**src/rtl/dual_bank_seq.sv**
```systemverilog
module dual_bank_seq #(
  parameter int ADDR_W = 20
) (
  input  logic              clk,
  input  logic              rst_n,
  input  logic              req_valid,
  input  logic              req_write,
  input  logic              req_word,
  input  logic [ADDR_W-1:0] req_addr,
  input  logic [15:0]       req_wdata,
  output logic              req_ready,
  output logic              done,
  output logic [15:0]       rdata,
  output logic              busy,
  output logic              bus_req,
  output logic [ADDR_W-2:0] bus_addr,
  output logic              bus_a0,
  output logic              bus_bhe_n,
  output logic              bus_we,
  output logic [15:0]       bus_wdata,
  input  logic [15:0]       bus_rdata,
  input  logic              bus_rdy,
  input  logic              hold_req,
  output logic              hold_ack
);
  localparam int WA_W = ADDR_W - 1;

  typedef enum logic [1:0] {S_IDLE, S_FIRST, S_SECOND} st_t;
  st_t st;

  logic [ADDR_W-1:0] addr_q;
  logic              word_q, we_q;
  logic [15:0]       wdata_q;
  logic [7:0]        lo_q;

  wire accept = (st == S_IDLE) && !hold_ack && req_valid;
  wire split  = word_q && addr_q[0];
  wire [15:0] first_rd = word_q ? bus_rdata
                       : {8'h00, addr_q[0] ? bus_rdata[15:8] : bus_rdata[7:0]};

  assign req_ready = (st == S_IDLE) && !hold_ack;
  assign bus_req   = (st != S_IDLE);
  assign busy      = bus_req;
  assign bus_we    = bus_req && we_q;
  assign bus_addr  = (st == S_SECOND) ? addr_q[ADDR_W-1:1] + WA_W'(1) : addr_q[ADDR_W-1:1];
  assign bus_a0    = (st == S_FIRST) && addr_q[0];
  assign bus_bhe_n = (st == S_FIRST) ? !(word_q || addr_q[0]) : 1'b1;

  always_comb begin
    if (st == S_FIRST && word_q && !addr_q[0]) bus_wdata = wdata_q;
    else if (st == S_SECOND)                   bus_wdata = {wdata_q[15:8], wdata_q[15:8]};
    else                                       bus_wdata = {wdata_q[7:0], wdata_q[7:0]};
  end

  always_ff @(posedge clk) begin
    if (!rst_n) begin
      st       <= S_IDLE;
      addr_q   <= '0;
      word_q   <= 1'b0;
      we_q     <= 1'b0;
      wdata_q  <= '0;
      lo_q     <= '0;
      rdata    <= '0;
      done     <= 1'b0;
      hold_ack <= 1'b0;
    end else begin
      done     <= 1'b0;
      hold_ack <= hold_req && (hold_ack || (st == S_IDLE && !accept));
      case (st)
        S_IDLE: if (accept) begin
          addr_q  <= req_addr;
          word_q  <= req_word;
          we_q    <= req_write;
          wdata_q <= req_wdata;
          st      <= S_FIRST;
        end
        S_FIRST: if (bus_rdy) begin
          if (split) begin
            lo_q <= bus_rdata[15:8];
            st   <= S_SECOND;
          end else begin
            st   <= S_IDLE;
            done <= 1'b1;
            if (!we_q) rdata <= first_rd;
          end
        end
        S_SECOND: if (bus_rdy) begin
          st   <= S_IDLE;
          done <= 1'b1;
          if (!we_q) rdata <= {bus_rdata[7:0], lo_q};
        end
        default: st <= S_IDLE;
      endcase
    end
  end


  lane_enable_chk: assert property (@(posedge clk) disable iff (!rst_n)
    bus_req |-> !(bus_a0 && bus_bhe_n));


  wait_stable_chk: assert property (@(posedge clk) disable iff (!rst_n)
    bus_req && !bus_rdy |=> bus_req && $stable(bus_addr) && $stable(bus_a0)
                            && $stable(bus_bhe_n) && $stable(bus_wdata) && $stable(bus_we));


  split_second_chk: assert property (@(posedge clk) disable iff (!rst_n)
    bus_req && bus_rdy && bus_a0 && word_q |=> bus_req && !bus_a0 && !bus_bhe_n == 1'b0);


  grant_excl_chk: assert property (@(posedge clk) disable iff (!rst_n)
    !(hold_ack && busy));


  done_pulse_chk: assert property (@(posedge clk) disable iff (!rst_n)
    done |=> !done);


  hold_release_chk: assert property (@(posedge clk) disable iff (!rst_n)
    hold_ack && !hold_req |=> !hold_ack);
endmodule

```
**config.mk**
```make
export PLATFORM = sky130hd
export DESIGN_NAME = dual_bank_seq
export DESIGN_NICKNAME = d
export VERILOG_FILES = /design/src/rtl/dual_bank_seq.sv
export SDC_FILE = /design/constraint.sdc
export NUM_CORES = 1
export LEC_CHECK = 0
export ABC_AREA = 1
export BUFFER_PORTS_ARGS = -buffer_cell sky130_fd_sc_hd__buf_4
export CORE_MARGIN = 2
export CORE_UTILIZATION = 50
export CTS_CLUSTER_SIZE = 10
export DETAILED_ROUTE_END_ITERATION = 8
export GPL_TIMING_DRIVEN = 0
export PLACE_DENSITY = 0.79
export SYNTH_ARGS = -nofsm -noshare
export SYNTH_HDL_FRONTEND = slang
export SYNTH_SLANG_ARGS = --single-unit
```
**constraint.sdc**
```tcl
create_clock -name clk -period 1.77 [get_ports clk]
set_input_delay 0.0885 -clock clk [delete_from_list [all_inputs] [get_ports clk]]
set_output_delay 0.0885 -clock clk [all_outputs]
set_load 0.005 [all_outputs]
```
# ---- Word level (Yosys, flattened, before mapping)
# Cells that the tools add are included.
dict set report totals {
  ff_bits 66
  latch_bits 0
  mem_bits_rw 0
  mem_bits_ro 0
  input_bits 59
  out_inout_bits 59
  wordCells 61
  memories 0
}
dict set report classes {
  add_sub_neg 1
  mul 0
  div 0
  n_lt_le_gt_ge 0
  eq_ne 8
  n_shift 0
  n_mux 21
  n_bitwise 0
  reduce_logical 22
}
# cell n
set op_table {}
lappend op_table {{$mux W16} 8}
lappend op_table {{$pmux W16 S2} 1}
lappend op_table {{$add A19 B1 Y19 const B} 1}
lappend op_table {{$mux W19} 1}
lappend op_table {{$ne A2 B2 Y1 const B} 6}
lappend op_table {{$logic_and A1 B1 Y1} 9}
lappend op_table {{$mux W2} 4}
lappend op_table {{$mux W8} 1}
lappend op_table {{$pmux W2 S3} 1}
lappend op_table {{$reduce_and A3 Y1} 2}
lappend op_table {{$reduce_and A6 Y1} 1}
lappend op_table {{$logic_not A1 Y1} 4}
lappend op_table {{$mux W1} 4}
lappend op_table {{$reduce_bool A2 Y1} 2}
lappend op_table {{$eq A2 B1 Y1 const B} 1}
lappend op_table {{$eq A2 B2 Y1 const B} 1}
lappend op_table {{$logic_not A2 Y1} 1}
lappend op_table {{$logic_or A1 B1 Y1} 2}
lappend op_table {{$pmux W1 S2} 1}
lappend op_table {{$reduce_and A2 Y1} 1}

# ---- Depth between registers and ports, before layout
# Gate-level depths: netlist of the first run.
dict set report depth {
  ltp_word 7
  depth_mapped 10
  mapped_depth_nobuf 9
}

# ---- Least setup slack after synthesis of the first run
# OpenSTA, ideal clock, no wires.
dict set report synth_timing {
  path_kind {register to output}
  startpoint {register st[0]}
  endpoint {output port bus_addr[15]}
  t_arrival_ns 1.336
  t_required_ns 1.681
  path_slack_ns 0.346
  stages_incl_launch_ff 11
  n_path_buf 1
  cell_sequence {dfxtp_1 -> inv_1 -> ha_1 -> buf_4 -> nand2_1 -> nor2_4 -> nand2_1 -> nor2_1 -> nand3_1 -> nand2_1 -> inv_1}
}
dict set report synth_via {
  elab_chain_len 2
}
# item line
set synth_rtl {}
lappend synth_rtl {{start: declaration} 29} ;# st_t st;
lappend synth_rtl {{start signal: assignment} 57} ;# st <= S_IDLE;
lappend synth_rtl {{start signal: assignment} 75} ;# st <= S_FIRST;
lappend synth_rtl {{start signal: assignment} 80} ;# st <= S_SECOND;
lappend synth_rtl {{$eq A2 B2 Y1} 45} ;# assign bus_addr = (st == S_SECOND) ? addr_q[ADDR_W-1:1] + WA_W'(1) : addr_q[ADDR_W-1:1];
lappend synth_rtl {{$mux W19} 45}
lappend synth_rtl {{end: declaration} 16} ;# output logic [ADDR_W-2:0] bus_addr,
# Every way passes these cells.

# ---- Final worst setup path of the first run
dict set report layout_timing {
  startpoint {register st[1]}
  endpoint {output port bus_addr[13]}
}
# Same word-level chain as after synthesis.

==> qor.csv, run 1 <==
metric,value,unit
WP data arrival,1.85,ns
global route overflow,0,
total clock buffers created by CTS,9,
gr usage total,29.34,%
Hold WS,0.009982,ns
first-pass GRT wire length,17660,um
core area,6794,um^2
fraction of layout cells with a size suffix above 1,30.63,%
Syn Nets,595,
Layout area overhead,45.53,%
FP Rows,30,
status,"complete, but fails checks",
ANT cells,0,
"Distinct cells, synth",24,
IO buf count,116,
Die H,87.65,um
CTS tree,built,
Yosys Warn Count,0,
Finished Core Util,74.94,%
DR vias/cell,5.195,
Crit. End Element,primary output,
total power,5078,uW
initial antenna violation count,0,
Leak Pwr,0.002354,uW
Final Cycle Share,109.4,%
"top cells by area, synth","dfxtp_1 38%, nand2_1 12%, o21ai_0 12%, a21oi_1 7.0%, inv_1 6.4%",
clock latency on the worst-skew pair,0.35,ns
vias in the first global route,3733,
Die ar.,7682,um^2
final hold violation count,0,
Setup WS pre-CTS,-0.01995,ns
"most common cell after layout, fill and taps aside",buf_4,
"Req. time, crit path",1.68,ns
initial core utilization,51.49,%
Final setup viols,30,
startpoint types,flip-flop,
Die X,87.65,um
"area leader, netlist",dfxtp_1,
sequential area share after synthesis,37.77,%
CTS Buffer Depth,2,
post-route setup slack,-0.1657,ns
relative slew slack,67.11,%
Max Freq,516.6,MHz
"setup slack, reg-to-reg",0.05,ns
vias,4026,
crit path kind,flip-flop to primary output,
Root Buffer,clkbuf_8,
Synth Register Bits,66,
mapped cell area,3498,um^2
Synth top area share,37.77,%
Avg WL per Cell,14.89,um
total wire length,11540,um
CTS H-tree lvls,3,
failing checks,negative setup slack,
hpwl dp,7994,um
"commonest non-fill, non-tap cells in the layout","127 x buf_4, 104 x nand2_1, 63 x o21ai_0, 63 x dfxtp_1, 58 x inv_1",
largest net degree at the start of global routing,14,
cell count after synthesis,531,
NumNets Final,738,
DR pass1 iterations,5,
DRC Markers,0,
gp weighted congestion,0.9062,
RSZ-0062 raised after global routing,yes,
Ports,118,
Worst Tran Pin Value,0.4934,ns
CP Max Fanout,8,
Max Slew Vio Count,0,
Power Density,997.4,nW/um^2
# clock sinks,66,
total negative setup slack,-2.237,ns
Worst VDD drop,0.7876,mV
clock skew,0.01827,ns
Min-Delay Path Class,input pin to flip-flop,
DRT iter0 DRCs,270,
"antenna viol nets, final",0,
number of max-cap violations,0,
Worst-path clk slew,0.09,ns
minimum clock period,1.936,ns
Syn Area/Cell,6.588,um^2
==> sequential cells by signal (all words and copies together), names as in the netlist <==
register	count
word_q	1
rdata	16
addr_q	20
lo_q	8
done	1
we_q	1
wdata_q	16
st	2
hold_ack	1
==> layer usage <==
layer | track usage [%] | share of wire, % | up-vias
li1 | - | - | 1983
met1 | 37.09 | 42 | 1835
met2 | 50.00 | 49 | 177
met3 | 3.959 | 6.1 | 31
met4 | 12.73 | 3.0 | 0
met5 | 0 | 0 | -
==> synth_stat cells <==
cell        n
buf_2       7
o21ai_0    82
buf_6       3
ha_1        5
xor2_1     12
a21oi_1    49
a31oi_1     1
buf_4       3
nand3_1    42
buf_1       2
nand2_2     1
nor2_1     58
clkinv_1    1
inv_2       4
nand2_4     2
nor3_1      1
nand4_1     2
nand2_1   111
inv_1      60
clkbuf_1   12
a21oi_4     1
dfxtp_1    66
nor2_4      3
nor2_2      3
==> cells by family (layout without fill, tap and decap cells) <==
kind of cell,after synthesis,after routing,synth area share [%]
simple gates,223,223,26.97
compound gates,133,133,19.39
xor+xnor,12,12,3.004
buf+inv,92,240,11.09
fa+ha+maj,5,5,1.788
flops,66,66,37.77
==> timing repair <==
| item | CTS | global route |
|---|---|---|
| pin swaps | 9 | 13 |
| gates resized for setup | 51 | 36 |
| setup buffers | 10 | 6 |
| setup endpoints to repair | 39 | 53 |
| hold buffers | 1 | 0 |
| hold endpoints to repair | 1 | 0 |
==> critical path, stage by stage, from the launching register on <==
cell,delay (ns)
dfxtp_2,0.39
ha_4,0.16
buf_8,0.12
nand2_4,0.06
nor2_4,0.20
nand3_4,0.17
inv_2,0.08
nand2_1,0.05
nand2_1,0.06
nand2_1,0.08
buf_6,0.12
==> cell type report <==
type / count / area (um^2)
tap: 96 / 120.1
timing repair buffer: 132 / 1027
sequential: 66 / 1325
fill: 557 / 1703
clock buffer: 9 / 123.9
buffer: 27 / 177.7
multi-input combinational: 373 / 1946
clock inverter: 7 / 125.1
inverter: 65 / 246.5
==> power by group <==
group	leakage, uW	switching, uW	internal [uW]	total [uW]
clock network	0.000124	654	948	1600
registers	0.000542	148	1680	1830
logic	0.00169	894	750	1640
total	0.00235	1700	3380	5080
==> final timing paths <==
| check | from | to | cells after the start |
|---|---|---|---|
| setup / recovery | st[1] | bus_addr[13] | 10 |
| hold / removal | req_addr[11] | addr_q[11] | 3 |
| setup reg to reg | st[1] | addr_q[16] | 8 |
| hold reg to reg | rdata[13] | rdata[13] | 2 |
==> stage by stage <==
step                cell area, um^2  instances
floorplan                      3498        531
global placement               4489        743
detailed placement             4489        743
CTS                            4959        770
global route                   5091        775
finish                         5091        775
(Power assumes the default switching activity.)
==> run 2: changes to the inputs <==
ABC_AREA = 0   (was 1)
CTS_CLUSTER_SIZE = 30   (was 10)
PLACE_DENSITY = 0.8   (was 0.79)
==> run 2 against run 1 <==
Compared with the run above: the flow finishes with violations (design-rule violations, negative hold slack, negative setup slack); critical path depth fell by 3; setup slack worse by 0.30 ns; clock skew shrank 0.0082 ns; largest power group unchanged.
==> qor.csv, run 2 <==
metric,value,unit
Layout area overhead,62.00,%
Crit. End Element,primary output,
Worst VDD drop,0.4865,mV
DRC Markers,12,
total wire length,13860,um
fraction of layout cells with a size suffix above 1,43.88,%
startpoint types,flip-flop,
Synth Flop Type,dfxtp_1,
Compound-Gate Fraction of Synth Area,17.02,%
multi-input combinational cell area,2198,um^2
cell count after synthesis,397,
total clock buffers created by CTS,9,
Ports,118,
Register Area,1328,um^2
FP Rows,29,
Synth Register Bits,66,
"Distinct cells, synth",33,
Final setup viols,56,
Non-Filler Instances,649,
IO buf count,116,
Worst-path clk slew,0.08,ns
clock latency on the worst-skew pair,0.37,ns
Root Buffer,clkbuf_8,
Syn Nets,461,
Worst Hold Depth,3,
Avg WL per Cell,21.35,um
Leak Pwr,0.002472,uW
minimum clock period,2.231,ns
clock skew,0.01011,ns
biggest regs,"addr_q: 20 flops, rdata: 16 flops, wdata_q: 16 flops",
"Most flops, register",addr_q,
RSZ-0062 raised after global routing,yes,
Syn Area/Cell,8.443,um^2
ANT cells,0,
crit path cell chain,inv_2 -> ha_4 -> nand4_1 -> or4_4 -> nor3_4 -> xor2_1 -> buf_4,
CP peak stage delay,0.60,ns
DR vias/cell,6.074,
CP top delay family,simple AND/OR/NAND/NOR gates,
Critical Path Start,st[0],
"area leader, netlist",dfxtp_1,
Max Freq,448.2,MHz
Worst Tran Pin Value,0.6480,ns
failing checks,"design-rule violations, negative hold slack, negative setup slack",
mapped cell area,3352,um^2
Synth Area in Adders,1.866,%
"top cells by area, synth","dfxtp_1 39%, nand2_1 14%, a21boi_0 10%, mux2_2 8.4%, xnor2_1 3.1%",
gr usage total,31.50,%
asr flop ratio synth,0,%
"commonest non-fill, non-tap cells in the layout","125 x buf_4, 124 x nand2_1, 63 x dfxtp_1",
Filler cells,307,
crit path kind,flip-flop to primary output,
Hold EP,addr_q[6],
mux share of post-synthesis cell area,11.38,%
vias in the first global route,3720,
WP data arrival,2.14,ns
Simple-Gate Fraction of Synth Area,21.54,%
Synth top area share,39.42,%
Hold WS,-0.01224,ns
global route overflow,0,
worst r2r src,st[0],
Die H,85.88,um
cells on worst reg2reg path,12,
relative slew slack,56.80,%
Yosys Warn Count,0,
hpwl dp,6779,um
core area,6422,um^2
Max Slew Vio Count,0,
"Req. time, crit path",1.68,ns
DRT iter0 DRCs,506,
number of max-cap violations,0,
initial core utilization,52.19,%
Hold Startpoint,req_addr[6],
Die ar.,7375,um^2
"setup slack, reg-to-reg",-0.15,ns
post-synthesis xor/xnor area fraction,4.703,%
CP Max Fanout,3,
Post-synth EDFFs,0,
reg2reg end,rdata[12],
NumNets Final,631,
total power,4418,uW
dpl cells,590,
"top cells by count, synth","126 x nand2_1, 66 x dfxtp_1, 46 x a21boi_0",
initial antenna violation count,0,
CTS Buffer Depth,2,
largest net degree at the start of global routing,13,
final hold violation count,6,
CTS tree,built,
Min-Delay Path Class,input pin to flip-flop,
Power Density,813.6,nW/um^2
status,"complete, but fails checks",
post-route setup slack,-0.4614,ns
"antenna viol nets, final",0,
DR pass1 iterations,9,
first-pass GRT wire length,18120,um
CP Buf/Inv Count,2,
Largest register FFs,20,
Final Cycle Share,126.1,%
gp weighted congestion,0.8734,
Worst path slowest cell,or4_4,
vias,3942,
combinational family with the most area after synthesis,simple AND/OR/NAND/NOR gates,
# clock sinks,66,
Die X,85.88,um
sequential area share after synthesis,39.42,%
"most common cell after layout, fill and taps aside",buf_4,
most common cell in the netlist,nand2_1,
CTS H-tree lvls,3,
==> run 2: cell types whose count changed after synthesis, moves of 25 or more <==
cell / before / now
inv_1: 60 / 5
a21boi_0: 0 / 46
mux2_2: 0 / 25
nor2_1: 58 / 11
o21ai_0: 82 / 1
a21oi_1: 49 / 1
nand3_1: 42 / 7
==> run 2: worst max-delay path by stage <==
stage / end / slack [ns] / cells after the start
after global placement: bus_wdata[8] / -0.23 / 7
after global routing: bus_addr[15] / -0.48 / 7
after floorplan: rdata[10] / 0.03 / 7
final: bus_addr[15] / -0.46 / 7
after CTS: bus_addr[11] / -0.55 / 8
after detailed placement: bus_wdata[8] / -0.28 / 7
==> run 2: final cells by class <==
cell class | count | area share, %
sequential | 66 | 24.45
inverter | 5 | 0.3456
timing repair buffer | 162 | 25.18
buffer | 23 | 3.318
tap | 77 | 1.774
clock buffer | 9 | 2.281
clock inverter | 7 | 2.166
multi-input combinational | 300 | 40.48
==> run 2: kinds of logic (layout without fill, tap and decap cells) <==
| family | count (synthesis) | in the layout |
|---|---|---|
| and+or+nand+nor | 167 | 167 |
| xor gates and xnor gates | 18 | 18 |
| muxes | 35 | 35 |
| AOI/OAI and AO/OA | 75 | 75 |
| DFF | 66 | 66 |
| adders and majority gates | 5 | 5 |
| buffers and inverters | 31 | 206 |
==> run 2: routing by layer <==
layer  track usage (%)  up-vias  part of all wire [%]
met3             6.545      101                   9.7
met2             54.47      303                    48
met4             17.89        0                   6.6
li1                  -     1680                     -
met1             35.86     1858                    36
met5                 0        -                     0
==> run 2: where the power goes <==
part	leakage [uW]	total (uW)	internal, uW	switching, uW
sequential	0.000541	1700	1590	111
combinational	0.00181	1120	614	504
clock	0.000123	1600	935	664
total	0.00247	4420	3140	1280
==> run 2: timing repair <==
item                       in CTS  in global routing
setup buffers                  21                 20
gates cloned                    2                  0
gates resized for setup       102                 38
hold buffers                    6                  0
hold endpoints to repair        6                  0
pin swaps                      18                 12
setup endpoints to repair      73                 93
==> run 2: worst min-delay path, cell delays in order <==
cell	delay (ns)
buf_4	0.11
nand2_1	0.05
a21boi_0	0.06
==> run 2: per-stage QoR <==
stage                     setup TNS (ns)  util, %  setup slack (ns)  area, um^2
after floorplan                        0        -           0.03176        3352
after global placement            -4.781    67.25           -0.2291        4319
after detailed placement          -7.311    67.25           -0.2814        4319
after CTS                         -17.06    80.58           -0.5550        5175
after global routing              -15.57    84.55           -0.4781        5430
final                             -11.85    84.55           -0.4614        5430
==> run 3: changes to the inputs <==
MAX_ROUTING_LAYER = met4   (was default)
==> run 3 against run 2 <==
Compared with the run above: fmax grew 1.4%; count of clock-buffer cells in the layout rose by 1; setup slack better by 0.030 ns; combinational power is 4% higher; critical path depth unchanged; highest routed layer unchanged; sequential share of layout area down 0.66 points; register-to-register slack better by 0.04 ns; final cell count up 0.31%; the flow still finishes with violations (design-rule violations, negative hold slack, negative setup slack); global-route usage down 1.5 points; die area did not move; wire length increased by 2.7%; critical endpoint unchanged; core utilization rose by 2.5 points.
==> qor.csv, run 3 (synthesis results as in run 2) <==
metric,value,unit
Filler cells,253,
initial antenna violation count,0,
vias in the first global route,3443,
worst r2r src,st[1],
Hold Startpoint,req_addr[5],
total negative setup slack,-10.24,ns
Hold EP,addr_q[5],
Avg WL per Cell,21.86,um
"setup slack, reg-to-reg",-0.11,ns
final hold violation count,9,
status,"complete, but fails checks",
CTS H-tree lvls,3,
post-route setup slack,-0.4315,ns
first-pass GRT wire length,16890,um
initial core utilization,52.19,%
Min-Delay Path Class,input pin to flip-flop,
NumNets Final,633,
Layout area overhead,66.78,%
crit path kind,flip-flop to primary output,
clock skew,0.01246,ns
biggest regs,"addr_q: 20 flops, rdata: 16 flops, wdata_q: 16 flops",
Max Slew Vio Count,0,
"Req. time, crit path",1.68,ns
placed instance area,4319,um^2
Die X,85.88,um
Power Density,810.9,nW/um^2
failing checks,"design-rule violations, negative hold slack, negative setup slack",
reg2reg end,addr_q[14],
"Most flops, register",addr_q,
Final Cycle Share,124.4,%
DR pass1 iterations,8,
Max Freq,454.2,MHz
DRT iter0 DRCs,445,
RSZ-0062 raised after global routing,yes,
largest net degree at the start of global routing,13,
Setup WS pre-CTS,-0.2763,ns
Hold WS,-0.03295,ns
# clock sinks,66,
DRC Markers,14,
Largest register FFs,20,
Die ar.,7375,um^2
Worst Tran Pin Value,0.6897,ns
DR vias/cell,6.104,
Die H,85.88,um
"Design Area, Final",5590,um^2
gp weighted congestion,0.9366,
gr usage total,29.97,%
vias,3974,
Leak Pwr,0.002546,uW
core area,6422,um^2
ANT cells,0,
total clock buffers created by CTS,9,
"antenna viol nets, final",0,
multi-input combinational cell area,2273,um^2
FP Rows,29,
fraction of layout cells with a size suffix above 1,46.86,%
number of max-cap violations,0,
global route overflow,0,
CTS tree,built,
"most common cell after layout, fill and taps aside",buf_4,
hpwl dp,6786,um
minimum clock period,2.201,ns
Worst-path clk slew,0.08,ns
Ports,118,
Crit. End Element,primary output,
Final setup viols,78,
Finished Core Util,87.04,%
WP data arrival,2.11,ns
IO buf count,116,
Worst VDD drop,0.6447,mV
cells on worst reg2reg path,10,
Root Buffer,clkbuf_8,
CTS Buffer Depth,2,
"commonest non-fill, non-tap cells in the layout","124 x buf_4, 117 x nand2_1, 61 x dfxtp_1",
clock latency on the worst-skew pair,0.36,ns
CP Max Fanout,3,
Worst Hold Depth,3,
startpoint types,flip-flop,
Register Area,1330,um^2
total wire length,14230,um
relative slew slack,54.02,%
## run 3: changes by cell type in the layout (fill, tap and decap cells not counted), sizes merged
cell and delta:
buf -4, clkbuf +3, clkinv -2, dlygate4sd3 +4, inv +1
## run 3: worst max path at each step
| stage | from | end | slack, ns | cells past startpoint |
|---|---|---|---|---|
| after floorplan | st[1] | rdata[10] | 0.03 | 7 |
| after global placement | st[1] | bus_wdata[8] | -0.25 | 7 |
| after detailed placement | st[0] | bus_addr[14] | -0.28 | 8 |
| after CTS | st[0] | bus_addr[15] | -0.47 | 8 |
| after global routing | st[0] | bus_addr[15] | -0.46 | 7 |
| final | st[0] | bus_addr[15] | -0.43 | 7 |
## run 3: critical path, cell delays in order, from the launching register on
cell and delay (ns):
dfxtp_2 0.34, inv_2 0.08, ha_4 0.16, nand4_1 0.13, or4_4 0.57, nor3_4 0.14
xor2_1 0.19, buf_4 0.15
## run 3: per-layer routing
metal | vias up | GRT usage (%) | share of wire (%)
met5 | - | - | 0
li1 | 1682 | - | -
met1 | 1881 | 35.94 | 37
met3 | 82 | 4.620 | 9.2
met2 | 329 | 50.74 | 48
met4 | 0 | 11.11 | 4.8
## run 3: repair_timing
| action | CTS | global route |
|---|---|---|
| setup endpoints to repair | 73 | 92 |
| pin swaps | 21 | 19 |
| endpoints found under the hold margin | 6 | 4 |
| buffers inserted | 16 | 24 |
| hold buffers | 6 | 4 |
| cloned | 0 | 2 |
| resized for setup | 71 | 103 |
## run 3: final cells by class
type / instances / share of cell area, %
multi-input combinational: 300 / 40.67
timing repair buffer: 165 / 25.78
sequential: 66 / 23.79
buffer: 22 / 3.089
clock buffer: 10 / 2.462
clock inverter: 6 / 2.014
tap: 77 / 1.723
inverter: 5 / 0.4700
## run 3: through the flow
stage          hold WS, ns  cells  power (uW)
4_1_cts          0.0006215    627        4125
3_5_place_dp        0.3234    590        2466
2_1_floorplan       0.2144    397        2081
6_report          -0.03295    651        4533
5_1_grt          -0.003643    651        4618
3_3_place_gp        0.3181    590        2451
## run 3: power by group
| group | switching [uW] | leakage, uW | internal [uW] |
|---|---|---|---|
| clock | 675 | 0.000127 | 980 |
| combinational | 526 | 0.00188 | 647 |
| sequential | 115 | 0.000541 | 1590 |
